$ cat src/rtl/prime_pipe_pkg.sv
package prime_pipe_pkg;
  localparam int unsigned CAND_W  = 8;
  localparam int unsigned LFSR_W  = 16;
  localparam int unsigned Q_DEPTH = 4;
  localparam logic [LFSR_W-1:0] LFSR_TAPS = 16'hD008;
  localparam logic [LFSR_W-1:0] LFSR_SEED = 16'hACE1;
  typedef enum logic {TST_IDLE, TST_RUN} tst_state_e;
endpackage

$ cat src/rtl/prime_pipe_fifo.sv
module prime_pipe_fifo #(
  parameter int unsigned W     = 8,
  parameter int unsigned DEPTH = 4
) (
  input  logic         clk_i,
  input  logic         rst_ni,
  input  logic         push_i,
  input  logic [W-1:0] din_i,
  input  logic         pop_i,
  output logic [W-1:0] dout_o,
  output logic         full_o,
  output logic         empty_o
);
  localparam int unsigned AW = (DEPTH > 1) ? $clog2(DEPTH) : 1;

  logic [W-1:0]  mem [DEPTH];
  logic [AW-1:0] wr_q, rd_q;
  logic [AW:0]   cnt_q;
  logic          do_push, do_pop;

  assign full_o  = (cnt_q == (AW+1)'(DEPTH));
  assign empty_o = (cnt_q == '0);
  assign do_push = push_i && !full_o;
  assign do_pop  = pop_i && !empty_o;
  assign dout_o  = mem[rd_q];

  always_ff @(posedge clk_i) begin
    if (do_push) mem[wr_q] <= din_i;
  end

  always_ff @(posedge clk_i or negedge rst_ni) begin
    if (!rst_ni) begin
      wr_q  <= '0;
      rd_q  <= '0;
      cnt_q <= '0;
    end else begin
      if (do_push) wr_q <= (wr_q == AW'(DEPTH-1)) ? '0 : wr_q + 1'b1;
      if (do_pop)  rd_q <= (rd_q == AW'(DEPTH-1)) ? '0 : rd_q + 1'b1;
      if (do_push && !do_pop)      cnt_q <= cnt_q + 1'b1;
      else if (do_pop && !do_push) cnt_q <= cnt_q - 1'b1;
    end
  end
endmodule

$ cat src/rtl/prime_pipe_gen.sv
module prime_pipe_gen #(
  parameter int unsigned          LFSR_W = 16,
  parameter int unsigned          CAND_W = 8,
  parameter logic [LFSR_W-1:0]    TAPS   = 16'hD008,
  parameter logic [LFSR_W-1:0]    SEED   = 16'hACE1
) (
  input  logic              clk_i,
  input  logic              rst_ni,
  input  logic              full_i,
  output logic              push_o,
  output logic [CAND_W-1:0] cand_o,
  output logic [LFSR_W-1:0] state_o
);
  logic [LFSR_W-1:0] state_q;
  logic [CAND_W-1:0] odd_v;

  assign push_o  = !full_i;
  assign odd_v   = state_q[CAND_W-1:0] | CAND_W'(1);
  assign cand_o  = (odd_v == CAND_W'(1)) ? CAND_W'(3) : odd_v;
  assign state_o = state_q;

  always_ff @(posedge clk_i or negedge rst_ni) begin
    if (!rst_ni)     state_q <= SEED;
    else if (push_o) state_q <= {state_q[LFSR_W-2:0], ^(state_q & TAPS)};
  end
endmodule

$ cat src/rtl/prime_pipe_tester.sv
module prime_pipe_tester
  import prime_pipe_pkg::*;
#(
  parameter int unsigned W = 8
) (
  input  logic         clk_i,
  input  logic         rst_ni,
  input  logic         cand_empty_i,
  input  logic [W-1:0] cand_i,
  input  logic         prime_full_i,
  output logic         cand_pop_o,
  output logic         prime_push_o,
  output logic [W-1:0] prime_o
);
  tst_state_e   st_q;
  logic [W-1:0] n_q, div_q, rem_q;
  logic [2*W-1:0] sq;
  logic         div_done;

  assign sq       = {{W{1'b0}}, div_q} * {{W{1'b0}}, div_q};
  assign div_done = sq > {{W{1'b0}}, n_q};
  assign cand_pop_o   = (st_q == TST_IDLE) && !cand_empty_i && !prime_full_i;
  assign prime_push_o = (st_q == TST_RUN) && div_done;
  assign prime_o      = n_q;

  always_ff @(posedge clk_i or negedge rst_ni) begin
    if (!rst_ni) begin
      st_q  <= TST_IDLE;
      n_q   <= '0;
      div_q <= '0;
      rem_q <= '0;
    end else begin
      unique case (st_q)
        TST_IDLE: if (cand_pop_o) begin
          n_q   <= cand_i;
          rem_q <= cand_i;
          div_q <= W'(3);
          st_q  <= TST_RUN;
        end
        TST_RUN: begin
          if (div_done)             st_q  <= TST_IDLE;
          else if (rem_q >= div_q)  rem_q <= rem_q - div_q;
          else if (rem_q == '0)     st_q  <= TST_IDLE;  // composite, drop
          else begin
            div_q <= div_q + W'(2);
            rem_q <= n_q;
          end
        end
        default: st_q <= TST_IDLE;
      endcase
    end
  end
endmodule

$ cat src/rtl/prime_supply.sv
module prime_supply
  import prime_pipe_pkg::*;
#(
  parameter int unsigned       W     = CAND_W,
  parameter int unsigned       DEPTH = Q_DEPTH,
  parameter logic [LFSR_W-1:0] SEED  = LFSR_SEED
) (
  input  logic         clk_i,
  input  logic         rst_ni,
  input  logic         pop_i,
  output logic [W-1:0] prime_o,
  output logic         empty_o,
  output logic         full_o
);
  logic              cand_push, cand_pop, cand_full, cand_empty;
  logic [W-1:0]      cand_din, cand_dout, prime_din;
  logic              prime_push;
  logic [LFSR_W-1:0] lfsr_state;

  prime_pipe_gen #(.LFSR_W(LFSR_W), .CAND_W(W), .TAPS(LFSR_TAPS), .SEED(SEED)) u_gen (
    .clk_i, .rst_ni, .full_i(cand_full), .push_o(cand_push),
    .cand_o(cand_din), .state_o(lfsr_state)
  );

  prime_pipe_fifo #(.W(W), .DEPTH(DEPTH)) u_cand_q (
    .clk_i, .rst_ni, .push_i(cand_push), .din_i(cand_din), .pop_i(cand_pop),
    .dout_o(cand_dout), .full_o(cand_full), .empty_o(cand_empty)
  );

  prime_pipe_tester #(.W(W)) u_tester (
    .clk_i, .rst_ni, .cand_empty_i(cand_empty), .cand_i(cand_dout),
    .prime_full_i(full_o), .cand_pop_o(cand_pop), .prime_push_o(prime_push),
    .prime_o(prime_din)
  );

  prime_pipe_fifo #(.W(W), .DEPTH(DEPTH)) u_prime_q (
    .clk_i, .rst_ni, .push_i(prime_push), .din_i(prime_din), .pop_i(pop_i),
    .dout_o(prime_o), .full_o(full_o), .empty_o(empty_o)
  );
endmodule

$ cat config.mk
export PLATFORM = sky130hd
export DESIGN_NAME = prime_supply
export DESIGN_NICKNAME = d
export VERILOG_FILES = /design/src/rtl/prime_pipe_pkg.sv /design/src/rtl/prime_pipe_fifo.sv /design/src/rtl/prime_pipe_gen.sv /design/src/rtl/prime_pipe_tester.sv /design/src/rtl/prime_supply.sv
export SDC_FILE = /design/constraint.sdc
export NUM_CORES = 1
export LEC_CHECK = 0
export ABC_AREA = 1
export BUFFER_PORTS_ARGS = -buffer_cell sky130_fd_sc_hd__buf_4
export CORE_MARGIN = 2
export CORE_UTILIZATION = 40
export CTS_BUF_LIST = sky130_fd_sc_hd__clkbuf_4
export CTS_CLUSTER_DIAMETER = 100
export CTS_CLUSTER_SIZE = 25
export DETAILED_ROUTE_END_ITERATION = 12
export REMOVE_ABC_BUFFERS = 1
export SKIP_LAST_GASP = 1
export SYNTH_ARGS = -nofsm -noshare
export SYNTH_HDL_FRONTEND = slang
export SYNTH_SLANG_ARGS = --single-unit
export TNS_END_PERCENT = 10
$ cat constraint.sdc
create_clock -name clk_i -period 6.6 [get_ports clk_i]
set_input_delay 1.32 -clock clk_i [delete_from_list [all_inputs] [get_ports clk_i]]
set_output_delay 1.32 -clock clk_i [all_outputs]
set_load 0.005 [all_outputs]
# Yosys cells after proc, flatten, opt, wreduce, memory -nomap -nowiden
# Memories as Yosys holds them, arrays and structs flattened.
# Cells that the tools add are included.
# classes
add_sub_neg	10
mul	1
n_div	0
n_lt_le_gt_ge	2
n_eq_ne	11
n_shift	0
muxes	27
bitwise_logic	1
n_reduce_logical	27
# op_table
op	count
$mux 8	9
$pmux 8 s2	2
$gt 16x8->1	1
$mul 8x8->16	1
$reduce_xor 16->1	1
$mux 3	4
$logic_and 1x1->1	10
$add 2x1->2 const B	4
$add 8x2->8 const B	1
$eq 2x2->1 const B	4
$ge 8x8->1	1
$logic_not 8->1	1
$mux 2	4
$ne 2x2->1 const B	4
$sub 8x8->8	1
$logic_not 1->1	7
$logic_not 7->1	1
$mux 1	7
$add 3x1->3 const B	2
$eq 3x3->1 const B	2
$logic_not 3->1	2
$sub 3x1->3 const B	2
$reduce_and 4->1	1
$reduce_bool 2->1	2
5 further kinds	5
# totals
ff_bits	55
latch_bits	0
ramBits	64
romBits	0
in_bits	3
out_inout_bits	10
word_cells	92
mem_count	2
# memory_table
memory	words	word_bits	rd	rd_ports_with_merged_regs	write_ports	line_no	source
u_cand_q.mem	4	8	1	0	1	prime_pipe_fifo.sv:16	logic [W-1:0] mem [DEPTH];
u_prime_q.mem	4	8	1	0	1	prime_pipe_fifo.sv:16	

# Longest topological paths before layout
# Gate-level depths: netlist (run 1).
# logic_depth
word_depth	8
mapped_depth	33
depth_no_buf	32

# Modules after synthesis
# From an unflattened synthesis (run 1), not the netlist that was laid out.
# unflattened
cells_unflattened	920
hier_area_um2	8007.7
# modules_own_cells
mod	n_inst	cells_per_inst	area_each_um2	seq_area_each_um2
prime_pipe_tester	1	526	3738.6	625.6
prime_pipe_fifo at u_prime_q	1	154	1759.2	1136.1
prime_pipe_fifo at u_cand_q	1	154	1754.2	1136.1
prime_pipe_gen	1	86	755.7	410.4

# Worst setup path after synthesis (run 1)
# Ideal clock, no wire load.
# synth_timing
path_kind	reg-to-reg
from	reg u_tester.div_q[0]
to	reg u_prime_q.cnt_q[1]
setup_ns	0.125
t_arrival_ns	5.291
required_time_ns	6.475
setup_slack_ns	1.184
stages_incl_launch_ff	30
n_path_buf	1
period_less_slack_ns	5.416
path_cell_list	dfrtp_1 clkbuf_1 nand2_1 fa_1 inv_1 fa_1 ha_1 inv_1 fa_1 inv_1 ha_1 nand3_1 nand3_1 xor2_1 ha_1 nand2_1 nor2_1 inv_1 nor2_1 a21oi_1 nor2_2 nand2_1 nor2_1 nand3_1 nand3_2 inv_1 ha_1 inv_1 fa_1 mux2_2
# synth_between
elab_chain_cells	7
elab_cells_between_ends	9
classes_between	mul (1); order compare (1); mux (1); reduce/logical (6)
# synth_lines
element	line_no	source
start: declaration	prime_pipe_tester.sv:16	logic [W-1:0] n_q, div_q, rem_q;
start signal: assignment	prime_pipe_tester.sv:45	div_q <= div_q + W'(2);
$mul 8x8->16 (*)	prime_pipe_tester.sv:20	assign sq = {{W{1'b0}}, div_q} * {{W{1'b0}}, div_q};
$gt 16x8->1 (*)	prime_pipe_tester.sv:21	assign div_done = sq > {{W{1'b0}}, n_q};
$logic_and 1x1->1 (*)	prime_pipe_tester.sv:23	assign prime_push_o = (st_q == TST_RUN) && div_done;
$logic_and 1x1->1 (*)	prime_pipe_fifo.sv:23	assign do_push = push_i && !full_o;
named net u_prime_q.do_push	prime_pipe_fifo.sv:19	logic do_push, do_pop;
$logic_not 1->1	prime_pipe_fifo.sv:40	else if (do_pop && !do_push) cnt_q <= cnt_q - 1'b1;
$logic_and 1x1->1	prime_pipe_fifo.sv:40	
$reduce_bool 2->1 (no source line)	--	
end signal: assignment	prime_pipe_fifo.sv:39	if (do_push && !do_pop) cnt_q <= cnt_q + 1'b1;
end signal: assignment	prime_pipe_fifo.sv:40	
end: declaration	prime_pipe_fifo.sv:18	logic [AW:0] cnt_q;
# Mark *: on every way through the listed nets, which the timed path passes. The rest lies on a longest branch.
# A chain may end at the register's enable or synchronous reset.

# Worst setup path in the final report (run 1)
# layout_timing
from	reg u_tester.div_q[1]
to	reg u_prime_q.cnt_q[1]
# The elaborated chain is that of the path after synthesis.

==> reports/metrics.yaml, run 1 <==
setup_path:
  worstSetupStartpoint: "u_tester.div_q[1]$_DFFE_PN0P_"
  crit_path_end: "u_prime_q.cnt_q[1]$_DFFE_PN0P_"
  crit_path_end_kind: "flip-flop"
  critPathLaunchType: "flip-flop"
  path_depth: 27
  path_delay_family: "adder cells"
  arrival_ps: 6310
  r2r_cells: 27
  cp_num_buf_inv: 5
  crit_path_top_delay_cell: "dfrtp_1"
  required_ps: 7000
  regToRegSetupSlack_ps: 690
  critPathKind: "flip-flop to flip-flop"
  r2r-end: "u_prime_q.cnt_q[1]$_DFFE_PN0P_"
  r2r_start: "u_tester.div_q[1]$_DFFE_PN0P_"
  crit_fanout: 12
  max_stage_delay_ps: 610
floorplanning:
  die_x_um: 141
  num_rows: 49
  die_y_um: 141
  die_area_um2: 19800
  io_pins: 13
  design.core.area_um2: 18100
  start_util_pct: 41.1
final_layout:
  nets: 953
  syn2layout_area_growth_pct: 7.39
  diodes: 0
  final_area_um2: 8020
  drive_gt1_share_pct: 7.84
  fin_cells: 1109
  fill_cells: 1771
yosys:
  ys_types: 39
  synth_edf_count: 60
  ys.flop_type: "edfxtp_1"
  synth_area_leaders: "edfxtp_1, dfrtp_1, nand2_1, ha_1, fa_1"
  async_flop_share_pct: 47.8
  syn_area_um2: 7470
  ys_ff_latch: 115
  ys_seq_area_share_pct: 42.7
  yosysTopAreaCellShare_pct: 24.1
  synth_warnings: 0
  syn_avg_cell_area_um2: 8.63
  ys_top_cells_by_count: "nand2_1, inv_1, nor2_1"
  synth_most_common_cell: "nand2_1"
  synthCells: 865
  synth.largest_area_cell: "edfxtp_1"
cts:
  clk_pin_slew_ps: 110
  cts_hold_buf: 0
  clockBufferDepth: 2
  cts_root_buf: "clkbuf_4"
  cts_buffers: 17
  clock_sinks: 115
  clkLatencyLatePin_ps: 520
  cts_resized: 0
  h-tree-depth: 4
  postCtsSetupBuffers: 0
  cts_tree: "done"
sta:
  maxSlewViolCount: 0
  tns_ps: 0
  grt_setup_unrepaired: "false"
  slew-limit-headroom_pct: 46.7
  min_period_over_period_pct: 89.6
  finalSetupViolations: 0
  max_freq_mhz: 169
  finalHoldViolations: 0
  timing.clock.skew_ps: 22.9
  fin_crit_ps: 5910
  tightestPinTransition_ps: 797
  whs_ps: 481
flow_run:
  drv_cap: 0
global_route:
  grt_pass1_vias: 5269
  antenna_found_initial: 0
  grt.total_usage_pct: 16.3
  grt_max_degree: 56
  grt_pass1_wl_um: 26000
  grt-ovfl-total: 0
run_status:
  status: "complete, no violations"
detailed_routing:
  postRouteAntennaNets: 0
  drc: 0
  wl_per_cell_um: 13.8
  routed_via_density: 4.91
  vias: 5445
  wl_um: 15300
  firstDrtPassIters: 5
  drtIter0Drc: 358
power_and_ir_drop:
  ir_drop_mv: 0.214
  swShare_pct: 45.9
  p_per_area_nw_per_um2: 480
  p_sw_uw: 1770
  intPower_uw: 2080
  seqPwrFrac_pct: 32.3
  clockPowerShare_pct: 15.1
  leakage_uw: 0.00391
  combPwrFrac_pct: 52.6
placed_design:
  placed_cells: 1077
  hpwl_um: 11300
  placed_cell_area_um2: 7700
  io_buffers: 12
  place.gp.congestion: 0.839
worst_hold_path:
  min_path_type: "flip-flop to flip-flop"
## worst min-delay path, cell delays in order, from the launching register on
cell	delay [ps]
dfrtp_1	360
nand2_1	50
nand2_1	50
## kinds of logic (layout without fill, tap and decap cells)
kind of cell / count (synthesis) / count (layout) / share of synthesized area, %
buf+inv: 178 / 192 / 9.40
fa+ha+maj: 83 / 83 / 16.7
compound gates: 113 / 113 / 8.13
other cells: 1 / 2 / 0.0502
simple gates: 349 / 349 / 19.9
flops: 115 / 115 / 42.7
mux: 2 / 2 / 0.302
xor+xnor: 24 / 24 / 2.81
## registers in the layout, indices dropped and copies added, names as in the netlist, 2 cells and up
| name | cells |
|---|---|
| u_tester.rem_q | 8 |
| u_cand_q.cnt_q | 3 |
| u_prime_q.rd_q | 2 |
| u_prime_q.wr_q | 2 |
| u_prime_q.cnt_q | 3 |
| u_cand_q.rd_q | 2 |
| u_cand_q.wr_q | 2 |
| u_prime_q.mem | 32 |
| u_tester.prime_o | 8 |
| u_cand_q.mem | 28 |
| u_gen.state_o | 16 |
| u_tester.div_q | 8 |
## how the worst min path moves through the flow
stage,start,endpoint,slack (ps),cells past startpoint
after floorplan,u_gen.state_o[9]$_DFFE_PN0P_,u_gen.state_o[9]$_DFFE_PN0P_,440,2
final,u_gen.state_o[9]$_DFFE_PN0P_,u_gen.state_o[9]$_DFFE_PN0P_,480,2
after global placement,u_gen.state_o[9]$_DFFE_PN0P_,u_gen.state_o[9]$_DFFE_PN0P_,460,2
after detailed placement,u_gen.state_o[9]$_DFFE_PN0P_,u_gen.state_o[9]$_DFFE_PN0P_,460,2
after global routing,u_tester.prime_o[6]$_DFFE_PN0P_,u_prime_q.mem[3][6]$_DFFE_PP_,520,0
after CTS,u_gen.state_o[8]$_DFFE_PN0P_,u_gen.state_o[9]$_DFFE_PN0P_,480,2
## routing by layer
layer	wire length (µm)	track usage (%)	part of all wire [%]	vias up
met2	7220	26.7	47	96
met4	204	5.26	1.3	0
met1	7310	22.6	48	2552
met3	523	2.31	3.4	16
met5	0	0	0	-
li1	-	-	-	2781
## through the flow
stage	utilization, %	setup WS (ps)	total power [µW]
floorplan	-	1170	2690
global placement	42.4	836	3240
detailed placement	42.4	687	3280
CTS	44.2	659	3870
global route	44.2	263	4240
finish	44.2	685	3850
## layout make-up
class                   count  area (µm²)  share of cell area [%]
multi-input cells         573        3580                    44.7
flip-flops and latches    115        3190                    39.8
inverters                 148         556                    6.93
well taps                 229         287                    3.57
clock inverters            11         160                    2.00
clock buffers              21         158                    1.97
repair buffers             12        90.1                    1.12
## cells in the final DEF (no fill, tap or decap), drive strengths merged
master	Yosys	final
a31oi	3	3
o21bai	2	2
bufinv	0	4
clkinvlp	0	1
o41ai	1	1
xor2	14	14
o21ai	74	74
buf	9	12
nor3	1	1
a21oi	17	17
nor4	2	2
clkbuf	21	21
mux2	2	2
dfrtp	47	47
conb	1	2
ha	55	55
nor2	77	77
a21o	1	1
nand2	201	201
inv	147	150
nand3b	1	1
o22ai	15	15
edfxtp	60	60
xnor2	10	10
clkinv	1	4
nand3	45	45
nand4	19	19
dfstp	8	8
fa	28	28
or2	3	3
## power groups by stage
stage	logic, µW	clock network, µW	registers, µW
floorplan	1500	0	1190
global placement	1990	0	1260
detailed placement	2020	0	1260
CTS	2030	594	1240
global route	2340	620	1280
finish	2020	582	1240
Note: power is estimated with default switching activity, not from simulation.
==> run 2: changes to the inputs <==
--- a/config.mk
+++ b/config.mk
@@ -7,12 +7,13 @@
 export LEC_CHECK = 0
 export ABC_AREA = 1
 export BUFFER_PORTS_ARGS = -buffer_cell sky130_fd_sc_hd__buf_4
-export CORE_MARGIN = 2
-export CORE_UTILIZATION = 40
+export CORE_MARGIN = 5
+export CORE_UTILIZATION = 66
 export CTS_BUF_LIST = sky130_fd_sc_hd__clkbuf_4
 export CTS_CLUSTER_DIAMETER = 100
 export CTS_CLUSTER_SIZE = 25
 export DETAILED_ROUTE_END_ITERATION = 12
+export PLACE_DENSITY = 0.83
 export REMOVE_ABC_BUFFERS = 1
 export SKIP_LAST_GASP = 1
 export SYNTH_ARGS = -nofsm -noshare
==> run 2 against run 1 <==
Effect of this change:
- sequential share of layout area is 0.48 points higher
- highest routed layer unchanged
- combinational power about the same
- wire length down 0.90%
==> reports/metrics.yaml, run 2 (synthesized netlist as in run 1, its figures left out) <==
setup_path:
  regToRegSetupSlack_ps: 630  # -60 ps
  max_stage_delay_ps: 580  # -30 ps
  arrival_ps: 6370  # +60 ps
  critPathLaunchType: "flip-flop"
  required_ps: 7000  # about the same
  crit_path_end_kind: "flip-flop"
  crit_path_top_delay_cell: "dfrtp_1"
  critPathKind: "flip-flop to flip-flop"
  crit_fanout: 12  # unchanged
sta:
  finalHoldViolations: 0  # unchanged
  finalSetupViolations: 0  # unchanged
  fin_crit_ps: 5970  # +57.9 ps
  timing.clock.skew_ps: 19.3  # -3.64 ps
  tns_ps: 0  # unchanged
  max_freq_mhz: 167  # -0.97%
  grt_setup_unrepaired: "false"
  min_period_over_period_pct: 90.5  # +0.88 points
  fin_ws_ps: 627  # -57.9 ps
  tightestPinTransition_ps: 828  # +30.8 ps
  whs_ps: 493  # +12.1 ps
  slew-limit-headroom_pct: 44.6  # -2.1 points
  maxSlewViolCount: 0  # unchanged
final_layout:
  final_common_cell: "nand2_1"
  largest_register_ffs: 32  # unchanged
  fill_cells: 788  # -56%
  drive_gt1_share_pct: 8.06  # +0.22 points
  largest-register: "u_prime_q.mem"
  diodes: 0  # unchanged
  syn2layout_area_growth_pct: 6.12
  final_cell_mix: "nand2_1, inv_1, nor2_1, o21ai_0, edfxtp_1"
  nets: 954  # +0.10%
global_route:
  grt-ovfl-total: 0  # unchanged
  grt.total_usage_pct: 24.3  # +7.9 points
  grt_pass1_wl_um: 25700  # -0.93%
  antenna_found_initial: 0  # unchanged
  grt_max_degree: 56  # unchanged
  grt_pass1_vias: 5550  # +5.3%
detailed_routing:
  route.top_layer_used: "met4"
  firstDrtPassIters: 6  # +1
  wl_met3_um: 853  # +63%
  wl_um: 15100  # -0.90%
  drc: 0  # unchanged
  routed-wl-met2_um: 7480  # +3.6%
  drtIter0Drc: 523  # +46%
  wl_met1_um: 6440  # -12%
  routed_via_density: 5.56  # +13%
  vias: 5680  # +4.3%
  wl_per_cell_um: 14.8  # +7.6%
  postRouteAntennaNets: 0  # unchanged
floorplanning:
  design.core.area_um2: 11000  # -39%
  die_y_um: 116  # -17%
  die_area_um2: 13500  # -32%
  start_util_pct: 68.0  # +27 points
  die_x_um: 116  # -17%
  io_pins: 13  # unchanged
  num_rows: 38  # -22%
cts:
  cts_buffers: 17  # unchanged
  clkLatencyLatePin_ps: 510  # about the same
  cts_tree: "done"
  postCtsSetupBuffers: 0  # unchanged
  clk_pin_slew_ps: 110  # about the same
  cts_root_buf: "clkbuf_4"
  clockBufferDepth: 2  # unchanged
  h-tree-depth: 4  # unchanged
  cts_hold_buf: 0  # unchanged
  clock_sinks: 115  # unchanged
  cts_resized: 0  # unchanged
worst_hold_path:
  min_path_type: "flip-flop to flip-flop"
run_status:
  status: "complete, no violations"
power_and_ir_drop:
  ir_drop_mv: 0.302  # +41%
  p_per_area_nw_per_um2: 490  # +2.1%
  leakage_uw: 0.00391  # about the same
placed_design:
  place.gp.congestion: 0.889  # +5.9%
  pre_cts_ws_ps: 639  # -48.5 ps
  hpwl_um: 11300  # +0.13%
  io_buffers: 12  # unchanged
flow_run:
  drv_cap: 0  # unchanged
-- run 2: power breakdown --
part / total, µW / switching, µW / internal [µW]
Sequential: 1250 / 206 / 1050
Combinational: 2050 / 1320 / 733
Clock: 579 / 269 / 310
-- run 2: critical path, delay by kind of cell, from the launching register on --
family	cells	cell delay (ps)
flops	1	580
buf+inv	5	340
xor+xnor	1	170
mux	1	260
fa+ha+maj	9	3200
compound gates	1	80
simple gates	10	1230
-- run 2: path summary, 6_finish.rpt --
path	startpoint	cells after the start	to
setup / recovery	u_tester.div_q[1]$_DFFE_PN0P_	27	u_prime_q.cnt_q[1]$_DFFE_PN0P_
hold / removal	u_gen.state_o[9]$_DFFE_PN0P_	2	u_gen.state_o[9]$_DFFE_PN0P_
setup reg to reg	u_tester.div_q[1]$_DFFE_PN0P_	27	u_prime_q.cnt_q[1]$_DFFE_PN0P_
hold reg to reg	u_gen.state_o[9]$_DFFE_PN0P_	2	u_gen.state_o[9]$_DFFE_PN0P_
max in group asynchronous	rst_ni	1	u_tester.rem_q[1]$_DFFE_PN0P_
min in group asynchronous	rst_ni	1	u_cand_q.wr_q[0]$_DFFE_PN0P_
-- run 2: layout make-up --
cell class	instances	area (µm²)	area share (%)
Timing Repair Buffer	13	97.6	1.23
Inverter	148	556	7.01
Tap cell	140	175	2.21
Multi-Input combinational cell	573	3580	45.2
Clock buffer	19	143	1.80
Sequential cell	115	3190	40.2
Clock inverter	13	184	2.32
-- run 2: metrics by stage --
stage	instance area (µm²)	cells	power, µW	utilization, %
after floorplan	7320	836	2690	-
after global placement	7600	989	3160	69.2
after detailed placement	7600	989	3270	69.2
after CTS	7920	1021	3870	72.1
after global routing	7920	1021	4220	72.1
final	7920	1021	3880	72.1
-- run 2: metal layers --
layer	global-route usage (%)	vias to the layer above
met5	0	-
met4	6.65	0
met3	4.77	39
met2	41.5	186
met1	31.8	2669
li1	-	2786
